### config.mk
export PLATFORM = sky130hd
export DESIGN_NAME = endian_lsu_adapter
export DESIGN_NICKNAME = d
export VERILOG_FILES = /design/src/rtl/endian_adapter_pkg.sv /design/src/rtl/endian_status_reg.sv /design/src/rtl/endian_access_planner.sv /design/src/rtl/endian_lane_steer.sv /design/src/rtl/endian_lsu_adapter.sv
export SDC_FILE = /design/constraint.sdc
export NUM_CORES = 1
export LEC_CHECK = 0
export CORE_UTILIZATION = 25
export DETAILED_ROUTE_END_ITERATION = 7
export HOLD_SLACK_MARGIN = 0.02
export SYNTH_ARGS = -nofsm -noshare
export SYNTH_HDL_FRONTEND = slang
export SYNTH_SLANG_ARGS = --single-unit
### constraint.sdc
create_clock -name clk -period 3.6 [get_ports clk]
set_input_delay 0.72 -clock clk [delete_from_list [all_inputs] [get_ports clk]]
set_output_delay 0.72 -clock clk [all_outputs]
set_load 0.02 [all_outputs]
### src/rtl/endian_adapter_pkg.sv
package endian_adapter_pkg;
  typedef enum logic [1:0] {SZ_BYTE = 2'd0, SZ_HALF = 2'd1, SZ_WORD = 2'd2} acc_size_e;

  function automatic logic [2:0] size_bytes(input logic [1:0] sz);
    case (sz)
      SZ_BYTE: return 3'd1;
      SZ_HALF: return 3'd2;
      default: return 3'd4;
    endcase
  endfunction

  function automatic logic [31:0] size_mask(input logic [1:0] sz);
    case (sz)
      SZ_BYTE: return 32'h0000_00ff;
      SZ_HALF: return 32'h0000_ffff;
      default: return 32'hffff_ffff;
    endcase
  endfunction

  function automatic logic [3:0] strb_base(input logic [1:0] sz);
    case (sz)
      SZ_BYTE: return 4'b0001;
      SZ_HALF: return 4'b0011;
      default: return 4'b1111;
    endcase
  endfunction

  // reverse the bytes that belong to an access of the given size
  function automatic logic [31:0] reverse_bytes(input logic [31:0] d, input logic [1:0] sz);
    case (sz)
      SZ_BYTE: return d;
      SZ_HALF: return {16'd0, d[7:0], d[15:8]};
      default: return {d[7:0], d[15:8], d[23:16], d[31:24]};
    endcase
  endfunction

  // offset flip used by the word-invariant scheme
  function automatic logic [1:0] wi_flip(input logic [1:0] sz);
    case (sz)
      SZ_BYTE: return 2'b11;
      SZ_HALF: return 2'b10;
      default: return 2'b00;
    endcase
  endfunction

  function automatic logic crosses_word(input logic [1:0] off, input logic [1:0] sz);
    return ({1'b0, off} + size_bytes(sz)) > 3'd4;
  endfunction

  function automatic logic natural_misalign(input logic [1:0] off, input logic [1:0] sz);
    case (sz)
      SZ_BYTE: return 1'b0;
      SZ_HALF: return off[0];
      default: return off != 2'b00;
    endcase
  endfunction
endpackage

### src/rtl/endian_status_reg.sv
module endian_status_reg (
  input  logic clk,
  input  logic rst_n,
  input  logic setend_valid,
  input  logic setend_big,
  input  logic exc_enter,
  input  logic exc_return,
  output logic big_now,
  output logic big_saved
);
  always_ff @(posedge clk) begin
    if (!rst_n) begin
      big_now   <= 1'b0;
      big_saved <= 1'b0;
    end else if (exc_enter) begin
      big_saved <= big_now;
      big_now   <= 1'b0;
    end else if (exc_return) begin
      big_now <= big_saved;
    end else if (setend_valid) begin
      big_now <= setend_big;
    end
  end
endmodule

### src/rtl/endian_access_planner.sv
module endian_access_planner
  import endian_adapter_pkg::*;
#(
  parameter int AW = 32
) (
  input  logic [AW-1:0] addr,
  input  logic [1:0]    size,
  input  logic          big,
  input  logic          word_inv,
  output logic [1:0]    eff_off,
  output logic [AW-3:0] word_addr,
  output logic          swap,
  output logic          fault,
  output logic          split
);
  logic wi_active;

  always_comb begin
    wi_active = big & word_inv;
    eff_off   = wi_active ? (addr[1:0] ^ wi_flip(size)) : addr[1:0];
    word_addr = addr[AW-1:2];
    swap      = big & ~word_inv;
    fault     = wi_active & natural_misalign(addr[1:0], size);
    split     = ~wi_active & crosses_word(addr[1:0], size);
  end
endmodule

### src/rtl/endian_lane_steer.sv
module endian_lane_steer
  import endian_adapter_pkg::*;
(
  input  logic [1:0]  off,
  input  logic [1:0]  size,
  input  logic        swap,
  input  logic [31:0] wdata,
  input  logic [31:0] lo_rdata,
  input  logic [31:0] hi_rdata,
  output logic [63:0] lane_wdata,
  output logic [7:0]  lane_strb,
  output logic [31:0] rdata
);
  logic [31:0] wsrc;
  logic [63:0] joined;
  logic [31:0] raw;

  always_comb begin
    wsrc       = (swap ? reverse_bytes(wdata, size) : wdata) & size_mask(size);
    lane_wdata = {32'd0, wsrc} << {off, 3'b000};
    lane_strb  = {4'b0000, strb_base(size)} << off;
    joined     = {hi_rdata, lo_rdata} >> {off, 3'b000};
    raw        = joined[31:0] & size_mask(size);
    rdata      = swap ? reverse_bytes(raw, size) : raw;
  end
endmodule

### src/rtl/endian_lsu_adapter.sv
module endian_lsu_adapter #(
  parameter int AW = 32
) (
  input  logic          clk,
  input  logic          rst_n,
  input  logic          req_valid,
  output logic          req_ready,
  input  logic          req_write,
  input  logic [1:0]    req_size,
  input  logic [AW-1:0] req_addr,
  input  logic [31:0]   req_wdata,
  input  logic          mode_word_inv,
  input  logic          setend_valid,
  input  logic          setend_big,
  input  logic          exc_enter,
  input  logic          exc_return,
  output logic          endian_big,
  output logic          rsp_valid,
  output logic          rsp_fault,
  output logic [31:0]   rsp_rdata,
  output logic          mem_en,
  output logic          mem_we,
  output logic [AW-3:0] mem_addr,
  output logic [3:0]    mem_wstrb,
  output logic [31:0]   mem_wdata,
  input  logic [31:0]   mem_rdata
);
  localparam int WAW = AW - 2;

  logic            big_saved;
  logic [1:0]      plan_off;
  logic [WAW-1:0]  plan_waddr;
  logic            plan_swap, plan_fault, plan_split;
  logic            accept, split_start, beat2_active;
  logic [1:0]      q_off, q_size;
  logic            q_swap, q_write;
  logic [WAW-1:0]  q_next_addr;
  logic [3:0]      q_hi_strb;
  logic [31:0]     q_hi_wdata, q_lo_rdata;
  logic [1:0]      st_off, st_size;
  logic            st_swap, cur_write;
  logic [31:0]     st_lo, st_hi, steer_rdata;
  logic [63:0]     lane_wdata;
  logic [7:0]      lane_strb;

  endian_status_reg u_status (
    .clk(clk), .rst_n(rst_n), .setend_valid(setend_valid), .setend_big(setend_big),
    .exc_enter(exc_enter), .exc_return(exc_return),
    .big_now(endian_big), .big_saved(big_saved)
  );

  endian_access_planner #(.AW(AW)) u_plan (
    .addr(req_addr), .size(req_size), .big(endian_big), .word_inv(mode_word_inv),
    .eff_off(plan_off), .word_addr(plan_waddr), .swap(plan_swap),
    .fault(plan_fault), .split(plan_split)
  );

  assign req_ready   = ~beat2_active;
  assign accept      = req_valid & req_ready;
  assign split_start = accept & plan_split;
  assign cur_write   = beat2_active ? q_write : req_write;

  // steering runs on the captured plan during the second beat
  assign st_off  = beat2_active ? q_off  : plan_off;
  assign st_size = beat2_active ? q_size : req_size;
  assign st_swap = beat2_active ? q_swap : plan_swap;
  assign st_lo   = beat2_active ? q_lo_rdata : mem_rdata;
  assign st_hi   = beat2_active ? mem_rdata  : 32'd0;

  endian_lane_steer u_steer (
    .off(st_off), .size(st_size), .swap(st_swap), .wdata(req_wdata),
    .lo_rdata(st_lo), .hi_rdata(st_hi),
    .lane_wdata(lane_wdata), .lane_strb(lane_strb), .rdata(steer_rdata)
  );

  always_ff @(posedge clk) begin
    if (!rst_n) begin
      beat2_active <= 1'b0;
      q_off        <= 2'd0;
      q_size       <= 2'd0;
      q_swap       <= 1'b0;
      q_write      <= 1'b0;
      q_next_addr  <= '0;
      q_hi_strb    <= 4'd0;
      q_hi_wdata   <= 32'd0;
      q_lo_rdata   <= 32'd0;
    end else if (split_start) begin
      beat2_active <= 1'b1;
      q_off        <= plan_off;
      q_size       <= req_size;
      q_swap       <= plan_swap;
      q_write      <= req_write;
      q_next_addr  <= plan_waddr + 1'b1;
      q_hi_strb    <= lane_strb[7:4];
      q_hi_wdata   <= lane_wdata[63:32];
      q_lo_rdata   <= mem_rdata;
    end else begin
      beat2_active <= 1'b0;
    end
  end

  assign mem_en    = beat2_active | (accept & ~plan_fault);
  assign mem_we    = cur_write;
  assign mem_addr  = beat2_active ? q_next_addr : plan_waddr;
  assign mem_wstrb = !cur_write ? 4'd0 : (beat2_active ? q_hi_strb : lane_strb[3:0]);
  assign mem_wdata = beat2_active ? q_hi_wdata : lane_wdata[31:0];
  assign rsp_valid = beat2_active | (accept & ~plan_split);
  assign rsp_fault = accept & plan_fault;
  assign rsp_rdata = (rsp_valid & ~rsp_fault & ~cur_write) ? steer_rdata : 32'd0;
endmodule

; ---- After elaboration in Yosys (flattened, before gate mapping)
; Cells that the tools add are included.
[totals]
word_cells = 72
out_inout_bits = 104
register_bits = 107
n_memories = 0
inputBits = 107
romBits = 0
latchBits = 0
ram_bits = 0
[classes]
addsub = 2
reduce_logical = 5
shift = 3
n_div = 0
order_cmp = 1
n_mul = 0
eq_ne = 2
muxes = 24
bitwise_logic = 24
[ops]
columns = op, count
row1 = two-way mux 32 bit, 6
row2 = case mux 32 bit (2 select lines), 3
row3 = AND 32 bit, 2
row4 = left shift 32 x 5 -> 64 bit, 1
row5 = right shift 64 x 5 -> 32 bit, 1
row6 = adder 30 x 1 -> 30 bit (second input constant), 1
row7 = two-way mux 30 bit, 1
row8 = AND 1 bit, 11
row9 = two-way mux 4 bit, 2
row10 = NOT 1 bit, 8
row11 = case mux 4 bit (2 select lines), 1
row12 = left shift 4 x 2 -> 8 bit, 1
row13 = two-way mux 2 bit, 3
row14 = case mux 3 bit (2 select lines), 1
row15 = two-way mux 1 bit, 5
row16 = equality test 2 x 1 -> 1 bit (second input constant), 2
row17 = logical NOT 2 bit, 2
row18 = case mux 2 bit (2 select lines), 1
row19 = nonzero test 2 bit, 2
row20 = adder 2 x 3 -> 3 bit, 1
row21 = > comparator 3 bit (second input constant), 1
row22 = OR 1 bit, 2
row23 = case mux 1 bit (2 select lines), 1
row24 = OR reduction 2 bit, 1
row25 = bitwise XOR 2 bit, 1

; ---- Logic depth before layout (Yosys ltp)
[depth]
ltp_word = 11
ltp_mapped = 12
mapped_depth_nobuf = 9

; ---- Cells and area by module
; Synthesis repeated with hierarchy kept, for this count alone.
[hier_totals]
hier_cells = 1225
hier_area_um2 = 9726.8
[by_module_without_submodules]
columns = module, instances, area_per_inst_um2, cells_each, seq_area_each_um2
row1 = endian_lsu_adapter, 1, 6042.0, 714, 2102.0
row2 = endian_lane_steer, 1, 3244.4, 458, 0.0
row3 = endian_access_planner, 1, 347.8, 44, 0.0
row4 = endian_status_reg, 1, 92.6, 9, 40.0

; ---- Worst setup path before layout
; OpenSTA, ideal clock, no wires.
[synth_timing]
kind = input to output
from = input port req_size[1]
to = output port rsp_rdata[2]
stages = 10
path_buffers = 3
setup_slack_ps = -257
required_ps = 2880
t_arrival_ps = 3137
cell_sequence = buf_2 -> nor2_1 -> ha_1 -> and4bb_1 -> clkbuf_1 -> nor3_1 -> buf_2 -> a221oi_1 -> nor3_1 -> o32ai_1
[synth_between]
elab_chain_len = 11
word_cells_on_any_way = 28
classes_between = add/sub (1) / order compare (1) / eq/ne (2) / shift (1) / mux (10) / bitwise (11) / reduce/logical (2)
[synth_lines]
columns = item, line
row1 = "start, declared", endian_lsu_adapter.sv:9  ; input logic [1:0] req_size,
row2 = equality test 2 x 1 -> 1 bit / logical NOT 2 bit (equally long branches), "endian_adapter_pkg.sv:5, endian_adapter_pkg.sv:39, endian_adapter_pkg.sv:51"
row3 = case mux 3 bit (2 select lines), endian_adapter_pkg.sv:5  ; case (sz)
row4 = adder 2 x 3 -> 3 bit, endian_adapter_pkg.sv:47  ; return ({1'b0, off} + size_bytes(sz)) > 3'd4;
row5 = > comparator 3 bit, endian_adapter_pkg.sv:47
row6 = AND 1 bit, endian_access_planner.sv:24  ; split = ~wi_active & crosses_word(addr[1:0], size);
row7 = NOT 1 bit, endian_lsu_adapter.sv:107  ; assign rsp_valid = beat2_active | (accept & ~plan_split);
row8 = AND 1 bit, endian_lsu_adapter.sv:107
row9 = OR 1 bit, endian_lsu_adapter.sv:107
row10 = AND 1 bit (2 in series), endian_lsu_adapter.sv:109  ; assign rsp_rdata = (rsp_valid & ~rsp_fault & ~cur_write) ? steer_rdata : 32'd0;
row11 = two-way mux 32 bit *, endian_lsu_adapter.sv:109
row12 = "end, declared", endian_lsu_adapter.sv:20  ; output logic [31:0] rsp_rdata,
; Every way passes the cells marked *; elsewhere a longest branch is shown, timed or not.

; ---- Worst setup path in the final report
[layout_timing]
from = input port req_size[0]
to = output port rsp_rdata[0]
; Same word-level chain as after synthesis.

==> metrics.txt <==
status=finished, violations left; failing checks=setup timing; largest net degree at the start of global routing=68; Vias=10800; Critical Path Max Stage Delay=470 ps; Least-Margin Pin Slew=799 ps; Area Overhead vs Synth=65.2%; Hold-fix buffers, CTS=0; post-synth cell types=78; CP Capture Type=output port; Final Max Tran Viols=0; wire length of the first global-routing pass=59.2 mm; Post-synth EDFFs=0; die area=35500 sq um; Chip Height=188 um; Root Driver=clkbuf_16; DP Area=13100 sq um; Top cell by count, worst path=buf_4; top-count cell post-synth=nand2_1; unrepaired setup endpoints after global routing=true; CTS max path bufs=2; Final period util=101%; IO Port Bufs=210; dpl hpwl=28.4 mm; fmax=276 MHz; Synth area leader=dfxtp_1; Max Clock Skew=16.5 ps; synthesized net count=1281; vias in the first global route=10400; Peak VDD IR=0.199 mV; Layout Nets=1648; DR pass1 iterations=6; remaining antenna violation count=0; Slowest-stage cell, CP=nor3_4; vias per inst=5.44; synth top area cells=dfxtp_1 23%, nand2_1 7.3%, o21ai_0 5.6%; Slew HR=46.8%; WL final=38.8 mm; worst-skew pair later-pin latency=360 ps; Synth Register Bits=98; Finished Core Util=42.4%; syn_area_per_cell=7.42 sq um; Yosys top cell area share=22.6%; die width=188 um; Core Box Area=33900 sq um; GR Util All Layers=21.0%; GRT Residual Overflow=0; Ys Warns=0; clock sinks=98; DRC viols=0; Final Hold Violating Endpoints=0; Final Hold Slack=450 ps; IO Pins=211; post-route minimum period=3620 ps; post-synthesis sequential area ratio=22.6%; Post-synth top cells=168 x nand2_1, 98 x dfxtp_1, 98 x o21ai_0; Gate Count Post-Synth=1171; LEAKAGE=5.26 nW; Max-Cap Viols=0; CP max FO=6; worst hold path class=register to register; CTS tree=yes; CP arrival=2900 ps; CP required=2880 ps; H-tree levels=3; Inserted Clock Buffers=9; Worst setup SP type=input pin; initial DRC count=793; critical-path cell list=buf_8, nor2_4, ha_4, and4bb_2, buf_6, nor3_4, buf_4, a221oi_4, nor3_2, o32ai_4, buf_4, buf_4; main flop type after synthesis=dfxtp_1; worst setup margin=-21.3 ps; mapped cell area=8690 sq um; post-layout instance area=14400 sq um; Setup CP Type=input pin to output port; initial antenna violation count=7; row count=67; routed len/inst=19.4 um; ys async rst share=0%; layout cells sized above 1=35.3%; Final Setup Violations=1; Starting Density=25.7%; GPL Wtd Cong=0.907; PD cells=291 nW/um^2; clock-pin slew on the worst setup and hold paths=60 ps
[sequential cells by signal, indices dropped and copies added (netlist names)]
register	flops
q_lo_rdata	32
q_write	1
u_status.big_saved	1
q_hi_wdata	24
q_hi_strb	3
q_off	2
u_status.big_now	1
q_swap	1
beat2_active	1
q_next_addr	30
q_size	2
[path summary, 6_finish.rpt]
path                                   start                         end  slack, ps  depth (start not counted)
setup / recovery                 req_size[0]                rsp_rdata[0]        -20                         12
hold / removal    q_lo_rdata[7]$_SDFFE_PN0P_  q_lo_rdata[7]$_SDFFE_PN0P_        450                          2
setup reg to reg     beat2_active$_SDFF_PN0_   q_hi_strb[0]$_SDFFE_PN0P_       1230                          8
hold reg to reg   q_lo_rdata[7]$_SDFFE_PN0P_  q_lo_rdata[7]$_SDFFE_PN0P_        450                          2
[cells by family (layout without fill, tap and decap cells)]
logic type / after synthesis / count (layout) / synth area share, %
compound gates: 404 / 404 / 31.8
xor+xnor: 27 / 27 / 2.72
fa+ha+maj: 3 / 3 / 0.518
buf+inv: 121 / 493 / 6.79
flops: 98 / 98 / 22.6
mux: 89 / 89 / 11.1
other cells: 0 / 2 / 0
simple gates: 429 / 429 / 24.5
[through the flow]
stage / power (mW) / setup slack (ps) / TNS, ps / cells
after detailed placement: 2.94 / -1070 / -59070 / 1950
after CTS: 4.09 / 0.187 / 0 / 1986
after global placement: 2.93 / -1050 / -57640 / 1950
final: 4.18 / -21.3 / -21.3 / 1993
after floorplan: 2.11 / -166 / -1620 / 1171
after global routing: 4.37 / -82.8 / -340 / 1991
[worst max-delay path, delay by kind of cell]
family	cells	cell delay [ps]
simple gates	4	980
fa+ha+maj	1	260
compound gates	2	200
buf+inv	5	730
[power by group]
part / total [mW] / internal (mW) / switching [mW]
Sequential: 1.20 / 1.15 / 0.0462
Clock: 1.06 / 0.597 / 0.462
Combinational: 1.93 / 0.901 / 1.02
Total: 4.18 / 2.65 / 1.53
[cell usage in the layout (no fill, tap or decap), types with 23 or more instances in the layout]
cell type	instances
a211oi_1	25
a31oi_1	23
a21oi_1	81
clkdlybuf4s50_1	137
nand3_1	34
buf_12	23
nor2_1	69
buf_4	236
mux2i_1	40
nand2_1	168
nor3_1	40
buf_6	24
o21ai_1	29
dfxtp_1	96
o21ai_0	65
buf_2	27
mux2_2	38
[routing by layer]
layer | track usage, % | part of all wire, % | routed length (um)
met3 | 4.38 | 7.5 | 2890
met4 | 6.05 | 2.3 | 904
met1 | 28.1 | 45 | 17400
met5 | 0 | 0.083 | 32
met2 | 33.8 | 45 | 17600
[what timing repair did]
item                                    CTS  global route
endpoints found under the setup margin   69            57
pin swaps                                21            46
gates resized for setup                 349           111
setup buffers                            17             4
gates cloned                              3             1
[layout make-up]
cell class / count / area (sq um)
Clock buffer: 14 / 274
Clock inverter: 2 / 35.0
Tap cell: 448 / 561
Multi-Input combinational cell: 952 / 7230
Fill cell: 3333 / 19500
Inverter: 10 / 37.5
Timing Repair Buffer: 467 / 4260
Sequential cell: 98 / 1970
Antenna cell: 2 / 5.00
Power figures use the tool's default switching activity.
